`src/rtl/spi_rx_pkg.sv`:
```
package spi_rx_pkg;
  localparam int unsigned NFLAG = 3;
  localparam int unsigned F_FULL = 0;
  localparam int unsigned F_OVR  = 1;
  localparam int unsigned F_MODF = 2;

  typedef struct packed {
    logic modf_en;
    logic err_ie;
    logic rx_ie;
  } ctrl_t;
endpackage

```
`src/rtl/spi_rx_flags.sv`:
```
module spi_rx_flags
  import spi_rx_pkg::*;
(
  input  logic             clk_i,
  input  logic             rst_ni,
  input  logic             rx_done_i,
  input  logic             fault_i,
  input  logic             modf_en_i,
  input  logic             stat_rd_i,
  input  logic             data_rd_i,
  input  logic             ctrl_wr_i,
  output logic [NFLAG-1:0] flags_o,
  output logic             load_o
);
  logic [NFLAG-1:0] flag_q, flag_d, arm_q, clr;
  logic             full_eff;

  // data read retires full/overrun arms, control write retires mode-fault arm
  logic [NFLAG-1:0] retire;
  assign retire[F_FULL] = data_rd_i;
  assign retire[F_OVR]  = data_rd_i;
  assign retire[F_MODF] = ctrl_wr_i;

  for (genvar i = 0; i < NFLAG; i++) begin : g_arm
    assign clr[i] = retire[i] & arm_q[i];
    always_ff @(posedge clk_i or negedge rst_ni) begin
      if (!rst_ni)        arm_q[i] <= 1'b0;
      else if (stat_rd_i) arm_q[i] <= flag_q[i];
      else if (retire[i]) arm_q[i] <= 1'b0;
    end
  end

  assign full_eff = flag_q[F_FULL] & ~clr[F_FULL];
  assign load_o   = rx_done_i & ~full_eff;

  always_comb begin
    flag_d[F_FULL] = full_eff | load_o;
    flag_d[F_OVR]  = (flag_q[F_OVR] & ~clr[F_OVR]) | (rx_done_i & full_eff);
    flag_d[F_MODF] = (flag_q[F_MODF] & ~clr[F_MODF]) | (fault_i & modf_en_i);
  end

  always_ff @(posedge clk_i or negedge rst_ni) begin
    if (!rst_ni) flag_q <= '0;
    else         flag_q <= flag_d;
  end

  assign flags_o = flag_q;
endmodule

```
`src/rtl/spi_rx_dreg.sv`:
```
module spi_rx_dreg #(
  parameter int unsigned DATA_W = 8
) (
  input  logic              clk_i,
  input  logic              rst_ni,
  input  logic              load_i,
  input  logic [DATA_W-1:0] byte_i,
  output logic [DATA_W-1:0] data_o
);
  always_ff @(posedge clk_i or negedge rst_ni) begin
    if (!rst_ni)     data_o <= '0;
    else if (load_i) data_o <= byte_i;
  end
endmodule

```
`src/rtl/spi_rx_irq.sv`:
```
module spi_rx_irq
  import spi_rx_pkg::*;
(
  input  logic [NFLAG-1:0] flags_i,
  input  ctrl_t            ctrl_i,
  output logic             irq_o
);
  logic err_any;
  assign err_any = flags_i[F_OVR] | flags_i[F_MODF];
  assign irq_o   = (flags_i[F_FULL] & ctrl_i.rx_ie) | (ctrl_i.err_ie & err_any);
endmodule

```
`src/rtl/spi_rx_status.sv`:
```
module spi_rx_status
  import spi_rx_pkg::*;
#(
  parameter int unsigned DATA_W = 8
) (
  input  logic              clk_i,
  input  logic              rst_ni,
  input  logic              rx_done_i,
  input  logic [DATA_W-1:0] rx_byte_i,
  input  logic              mode_fault_i,
  input  logic              stat_rd_i,
  input  logic              data_rd_i,
  input  logic              ctrl_wr_i,
  input  logic [NFLAG-1:0]  ctrl_wdata_i,
  output logic [DATA_W-1:0] rx_data_o,
  output logic [NFLAG-1:0]  flags_o,
  output logic [NFLAG-1:0]  ctrl_o,
  output logic              irq_o
);
  ctrl_t ctrl_q;
  logic  load;

  always_ff @(posedge clk_i or negedge rst_ni) begin
    if (!rst_ni)        ctrl_q <= '0;
    else if (ctrl_wr_i) ctrl_q <= ctrl_t'(ctrl_wdata_i);
  end
  assign ctrl_o = ctrl_q;

  spi_rx_flags u_flags (
    .clk_i     (clk_i),
    .rst_ni    (rst_ni),
    .rx_done_i (rx_done_i),
    .fault_i   (mode_fault_i),
    .modf_en_i (ctrl_q.modf_en),
    .stat_rd_i (stat_rd_i),
    .data_rd_i (data_rd_i),
    .ctrl_wr_i (ctrl_wr_i),
    .flags_o   (flags_o),
    .load_o    (load)
  );

  spi_rx_dreg #(.DATA_W(DATA_W)) u_dreg (
    .clk_i  (clk_i),
    .rst_ni (rst_ni),
    .load_i (load),
    .byte_i (rx_byte_i),
    .data_o (rx_data_o)
  );

  spi_rx_irq u_irq (
    .flags_i (flags_o),
    .ctrl_i  (ctrl_q),
    .irq_o   (irq_o)
  );
endmodule

```
`config.mk`:
```
export PLATFORM = sky130hd
export DESIGN_NAME = spi_rx_status
export DESIGN_NICKNAME = d
export VERILOG_FILES = /design/src/rtl/spi_rx_pkg.sv /design/src/rtl/spi_rx_flags.sv /design/src/rtl/spi_rx_dreg.sv /design/src/rtl/spi_rx_irq.sv /design/src/rtl/spi_rx_status.sv
export SDC_FILE = /design/constraint.sdc
export NUM_CORES = 1
export LEC_CHECK = 0
export BUFFER_PORTS_ARGS = -buffer_cell sky130_fd_sc_hd__clkbuf_2
export CORE_UTILIZATION = 31
export CTS_CLUSTER_DIAMETER = 40
export DETAILED_ROUTE_END_ITERATION = 10
export GPL_ROUTABILITY_DRIVEN = 0
export PLACE_DENSITY = 0.58
export SLEW_MARGIN = 20
export SYNTH_ARGS = -nofsm -noshare
export SYNTH_HDL_FRONTEND = slang
export SYNTH_SLANG_ARGS = --single-unit
```
`constraint.sdc`:
```
create_clock -name clk_i -period 1.6 [get_ports clk_i]
set_clock_uncertainty 0.1 [all_clocks]
set_input_delay 0.24 -clock clk_i [delete_from_list [all_inputs] [get_ports clk_i]]
set_output_delay 0.24 -clock clk_i [all_outputs]
set_load 0.005 [all_outputs]
```
Word level (Yosys, flattened, before mapping)

Index checks and enable logic that the tools add are counted.

Output and inout bits: 15
Bits of input ports: 18
Flip-flop bits (word level): 17

Bitwise logic cells: 20
Muxes and demuxes: 5
Reductions and logical operators: 2

Operators by type and width:

| operator           | number |
|---|---|
| 1-bit AND          | 11 |
| 1-bit two-way mux  | 5 |
| 1-bit bitwise OR   | 5 |
| 1-bit NOT          | 4 |
| 2-bit nonzero test | 2 |

Depth between registers and ports, before layout

Depth in word-level cells: 6
Depth in mapped cells: 3
Gate-level depth less buffers: 2

Modules after synthesis

From an unflattened synthesis, not the netlist that was laid out.

Cells, all modules: 47
Area, all modules: 695.7 sq um

By module, submodules not included:

| module        | cells an instance | area each (sq um) | seq. area each (sq um) | times used |
|---|---|---|---|---|
| spi_rx_dreg   | 17                | 331.6             | 200.2                  | 1 |
| spi_rx_flags  | 21                | 242.7             | 150.1                  | 1 |
| spi_rx_status | 6                 | 108.9             | 75.1                   | 1 |
| spi_rx_irq    | 3                 | 12.5              | 0.0                    | 1 |

Least setup slack after synthesis

Ideal clock, no wire load.

Path kind: reg2reg
Start point: reg u_flags.arm_q[0]
End point: reg u_dreg.data_o[0]
Cell stages (with the launch flop): 4
Buffers on the path: 1
Arrival time: 941 ps
Setup slack: 464 ps
Library setup time: 96 ps
Required time: 1404 ps
Cells stage by stage: dfrtp_1 > and3_1 > buf_6 > o32ai_2

Word-level cells in the longest chain between the ends: 5

RTL lines:

| what                            | line               | text |
|---|---|---|
| start, declared                 | spi_rx_flags.sv:15 | `logic [NFLAG-1:0] flag_q, flag_d, arm_q, clr;` |
| start signal, assigned by index | spi_rx_flags.sv:28 | `else if (stat_rd_i) arm_q[i] <= flag_q[i];` |
| 1-bit AND                       | spi_rx_flags.sv:25 | `assign clr[i] = retire[i] & arm_q[i];` |
| 1-bit NOT                       | spi_rx_flags.sv:33 | `assign full_eff = flag_q[F_FULL] & ~clr[F_FULL];` |
| 1-bit AND                       | spi_rx_flags.sv:33 |  |
| 1-bit NOT                       | spi_rx_flags.sv:34 | `assign load_o = rx_done_i & ~full_eff;` |
| 1-bit AND                       | spi_rx_flags.sv:34 |  |
| end signal, assigned            | spi_rx_dreg.sv:12  | `else if (load_i) data_o <= byte_i;` |
| end, declared                   | spi_rx_dreg.sv:8   | `output logic [DATA_W-1:0] data_o` |

No other way between the ends.
A chain may end at the register's enable or synchronous reset.

Final worst setup path

Start point: reg u_flags.flag_q[1] (netlist: u_flags.flags_o[1])
End point: out irq_o

Word-level cells in the longest chain between the ends: 3

RTL lines:

| what                   | line                | text |
|---|---|---|
| start, declared        | spi_rx_flags.sv:15  |  |
| start signal, assigned | spi_rx_flags.sv:44  | `else flag_q <= flag_d;` |
| 1-bit bitwise OR       | spi_rx_irq.sv:9     | `assign err_any = flags_i[F_OVR] \| flags_i[F_MODF];` |
| 1-bit AND              | spi_rx_irq.sv:10    | `assign irq_o = (flags_i[F_FULL] & ctrl_i.rx_ie) \| (ctrl_i.err_ie & err_any);` |
| 1-bit bitwise OR       | spi_rx_irq.sv:10    |  |
| end, declared          | spi_rx_status.sv:18 | `output logic irq_o` |

No other way between the ends.

==> out/summary.md <==
• 85 — Synth Net Count
• 1010 um^2 — cell area after layout
• reg2out — Worst Setup Path Type
• 26.8% — synthesis-to-finish area growth
• 1550 um — total wire length after detailed routing
• 2 — depth of the worst register-to-register path
• o21ai_0, nand2_1, clkbuf_2 — cells traversed along the worst timing path
• 26.1% — Combinational Power Share
• u_flags.flags_o[1] — beginning of the critical path
• 28.9% — sw frac
• 2 — starting DRC count in detailed routing
• done — clock tree from TritonCTS
• 52.6 um — DIE WIDTH
• 67 — synthesized instance count
• 17 — number of rows in the core area
• 610 — detailed-route via count
• false — RSZ-0062 raised after global routing
• 970 um^2 — post-detailed-placement cell area
• 52.6 um — Die Ht
• 12.4% — global routing usage summed across all routing layers
• u_flags.arm_q[0] — launching point of the worst reg2reg path
• 1.06 ns — critical path data arrival time
• sky130_fd_sc_hd__dfrtp_1 — critical path's slowest cell
• 17 — clock net sink count
• 0 — number of hold violations in the final report
• 2 — Hold Crit Depth
• 48.5% — fraction of layout cells with a size suffix above 1
• 2490 um — wire length of the first global-routing pass
• in2reg — kind of path behind the tightest hold check
• 53.5% — sequential share of the synthesized area
• 17 — count of cell types in the netlist
• 753 uW — internal power of the cells
• 21.5% — Clock power frac
• 4 — CP Max Fanout
• 0 — total congestion overflow after global routing
• 306 uW — switching power
• 0 — total of cells resized after clock tree synthesis
• 0.34 ns — Register-to-Register Setup Slack
• 0.655 mV — maximum vdd ir drop
• sky130_fd_sc_hd__dfrtp_1 — cell taking the most area after synthesis
• 0.10 ns — clock edge transition at the registers on the reported setup and hold paths
• 34.3% — initial cell density of the core
• 2320 um^2 — standard cell core area
• 1.40 ns — crit path time final
• 52.4% — share of power burned in registers
• 12.0 um — Routed WL per cell
• 0 — Antenna diodes
• 1.26 ns — worst path required time
• 70.4% — Worst slew margin
• 795 um^2 — area of the mapped netlist
• 0 — warnings from Yosys
• 233 — filler cell count
• 0 — setup fix buffers added after clock tree synthesis
• 0 ns — setup TNS after final layout
• 0 — initial antenna violation count
• 1050 nW/um^2 — pwr/cell area
• 3 — total CTS buffers
• sky130_fd_sc_hd__clkbuf_4 — root buffer selected by CTS
• 87.6% — final period utilization
• 1060 uW — Design Power
• 0 — DRC violations left
• 32 — I/O Buffers
• ctrl_o[2] — hold-critical path endpoint
• 0.443 ns — worst slew pin tran
• 2770 um^2 — area enclosed by the die boundary
• 714 MHz — maximum clock rate
• 17 — Seq cells post-synth
• 53.5% — area share of the largest cell type after synthesis
• u_dreg.data_o[3] — capture instance of the worst register-to-register path
• 0 — max-capacitance violation count
• 33 — I/O pin count
• ctrl_wdata_i[2] — hold wc startpoint
• output pin — endpoint class of the critical path
• 3 — number of detailed-routing iterations run before antenna repair
• finished, final reports clean — result of the run
• 0.000513 uW — Pleak
• 11.9 um^2 — synthesized area divided by synthesized cell count
• 572 — vias in the first global route
• 32 x sky130_fd_sc_hd__clkbuf_2, 17 x sky130_fd_sc_hd__dfrtp_1, 14 x sky130_fd_sc_hd__nand2_1 — most frequent cells in the layout
• 0.29 ns — clock insertion delay at the later pin of the skew report
• 0.43 ns — maximum single-stage delay on the critical path
• 0 — Slew Viols, Final
• sky130_fd_sc_hd__dfrtp_1 54%, sky130_fd_sc_hd__o32ai_2 16%, sky130_fd_sc_hd__nand2_1 6.6% — cell types with the largest area share after synthesis
• sky130_fd_sc_hd__clkbuf_2 — commonest non-fill, non-tap cell in the layout
• flip-flop — type of element launching the critical path
• 4.73 — via count normalized by instance count
• 18 — largest net degree at the start of global routing
• 120 — NumNets Final
• 0 — number of routed nets with antenna violations
• 2 — number of buffers on the longest clock path
• 0 — final setup violating endpoints
• 1 — number of H-tree levels
• 1150 um — post-DP HPWL
## worst max-delay path, delay by kind of cell, from the launching register on
family	cells	cell delay, ns
flip-flops	1	0.43
AO/OA/AOI/OAI	1	0.16
AND/OR/NAND/NOR	1	0.07
buffers and inverters	1	0.11
## sequential cells by signal, summed over array words and instances, names as in the netlist
register	flops
u_dreg.data_o	8
u_flags.arm_q	3
ctrl_o	3
u_flags.flags_o	3
## per-stage QoR
step	utilization, %	instances	setup WS [ns]	hold WS, ns
final	43.4	129	0.199	0.0800
after global routing	43.4	129	0.133	0.0703
after CTS	43.4	129	0.183	0.0639
after detailed placement	41.8	124	0.248	0.104
after global placement	41.8	124	0.270	0.0987
after floorplan	-	67	0.464	-0.156
## routing by layer
metal,vias to the layer above,global-route usage [%],wire length [um]
met5,-,0,0
met4,0,0,0
met3,0,5.51,123
met2,27,20.7,701
met1,286,15.5,727
li1,297,-,-
## cell families after synthesis
family | after synthesis | share of synthesized area, %
compound gates | 15 | 23.9
flops | 17 | 53.5
mux | 3 | 4.25
buf+inv | 12 | 7.24
simple gates | 20 | 11.0
## worst max-delay path by stage
stage,endpoint,slack [ns],depth (start not counted)
floorplan,u_dreg.data_o[0],0.46,3
global placement,u_dreg.data_o[6],0.27,3
detailed placement,u_dreg.data_o[4],0.25,3
CTS,irq_o,0.18,3
global route,irq_o,0.13,3
finish,irq_o,0.20,3
## synthesized netlist by cell type
cell type	number
sky130_fd_sc_hd__inv_1	8
sky130_fd_sc_hd__nor2_1	1
sky130_fd_sc_hd__and3_1	1
sky130_fd_sc_hd__nor2b_1	1
sky130_fd_sc_hd__o21ai_0	3
sky130_fd_sc_hd__a22o_1	3
sky130_fd_sc_hd__clkbuf_1	1
sky130_fd_sc_hd__nand2b_1	2
sky130_fd_sc_hd__buf_6	1
sky130_fd_sc_hd__a21boi_4	1
sky130_fd_sc_hd__dfrtp_1	17
sky130_fd_sc_hd__buf_4	1
sky130_fd_sc_hd__mux2_2	3
sky130_fd_sc_hd__clkbuf_2	1
sky130_fd_sc_hd__nand2_1	14
sky130_fd_sc_hd__o32ai_2	8
sky130_fd_sc_hd__or2_1	1
## what timing repair did
item | in CTS | in global routing
endpoints found under the setup margin | 0 | 0
hold buffers | 1 | 0
endpoints found under the hold margin | 17 | 0
## area by class of cell
type                       count  area [um^2]  area share [%]
clock buffer                   3         22.5            2.24
clock inverter                 1         5.00           0.497
timing repair buffer          34          178            17.6
inverter                       8         30.0            2.98
tap                           28         35.0            3.48
multi-input combinational     38          312            30.9
sequential                    17          425            42.2
## power by group through the flow
stage | logic, uW | clock network [uW] | registers [uW]
6_report | 276 | 228 | 555
5_1_grt | 308 | 255 | 567
4_1_cts | 283 | 246 | 556
3_5_place_dp | 280 | 0 | 564
3_3_place_gp | 275 | 0 | 561
2_1_floorplan | 161 | 0 | 562
Note: power is estimated with default switching activity, not from simulation.
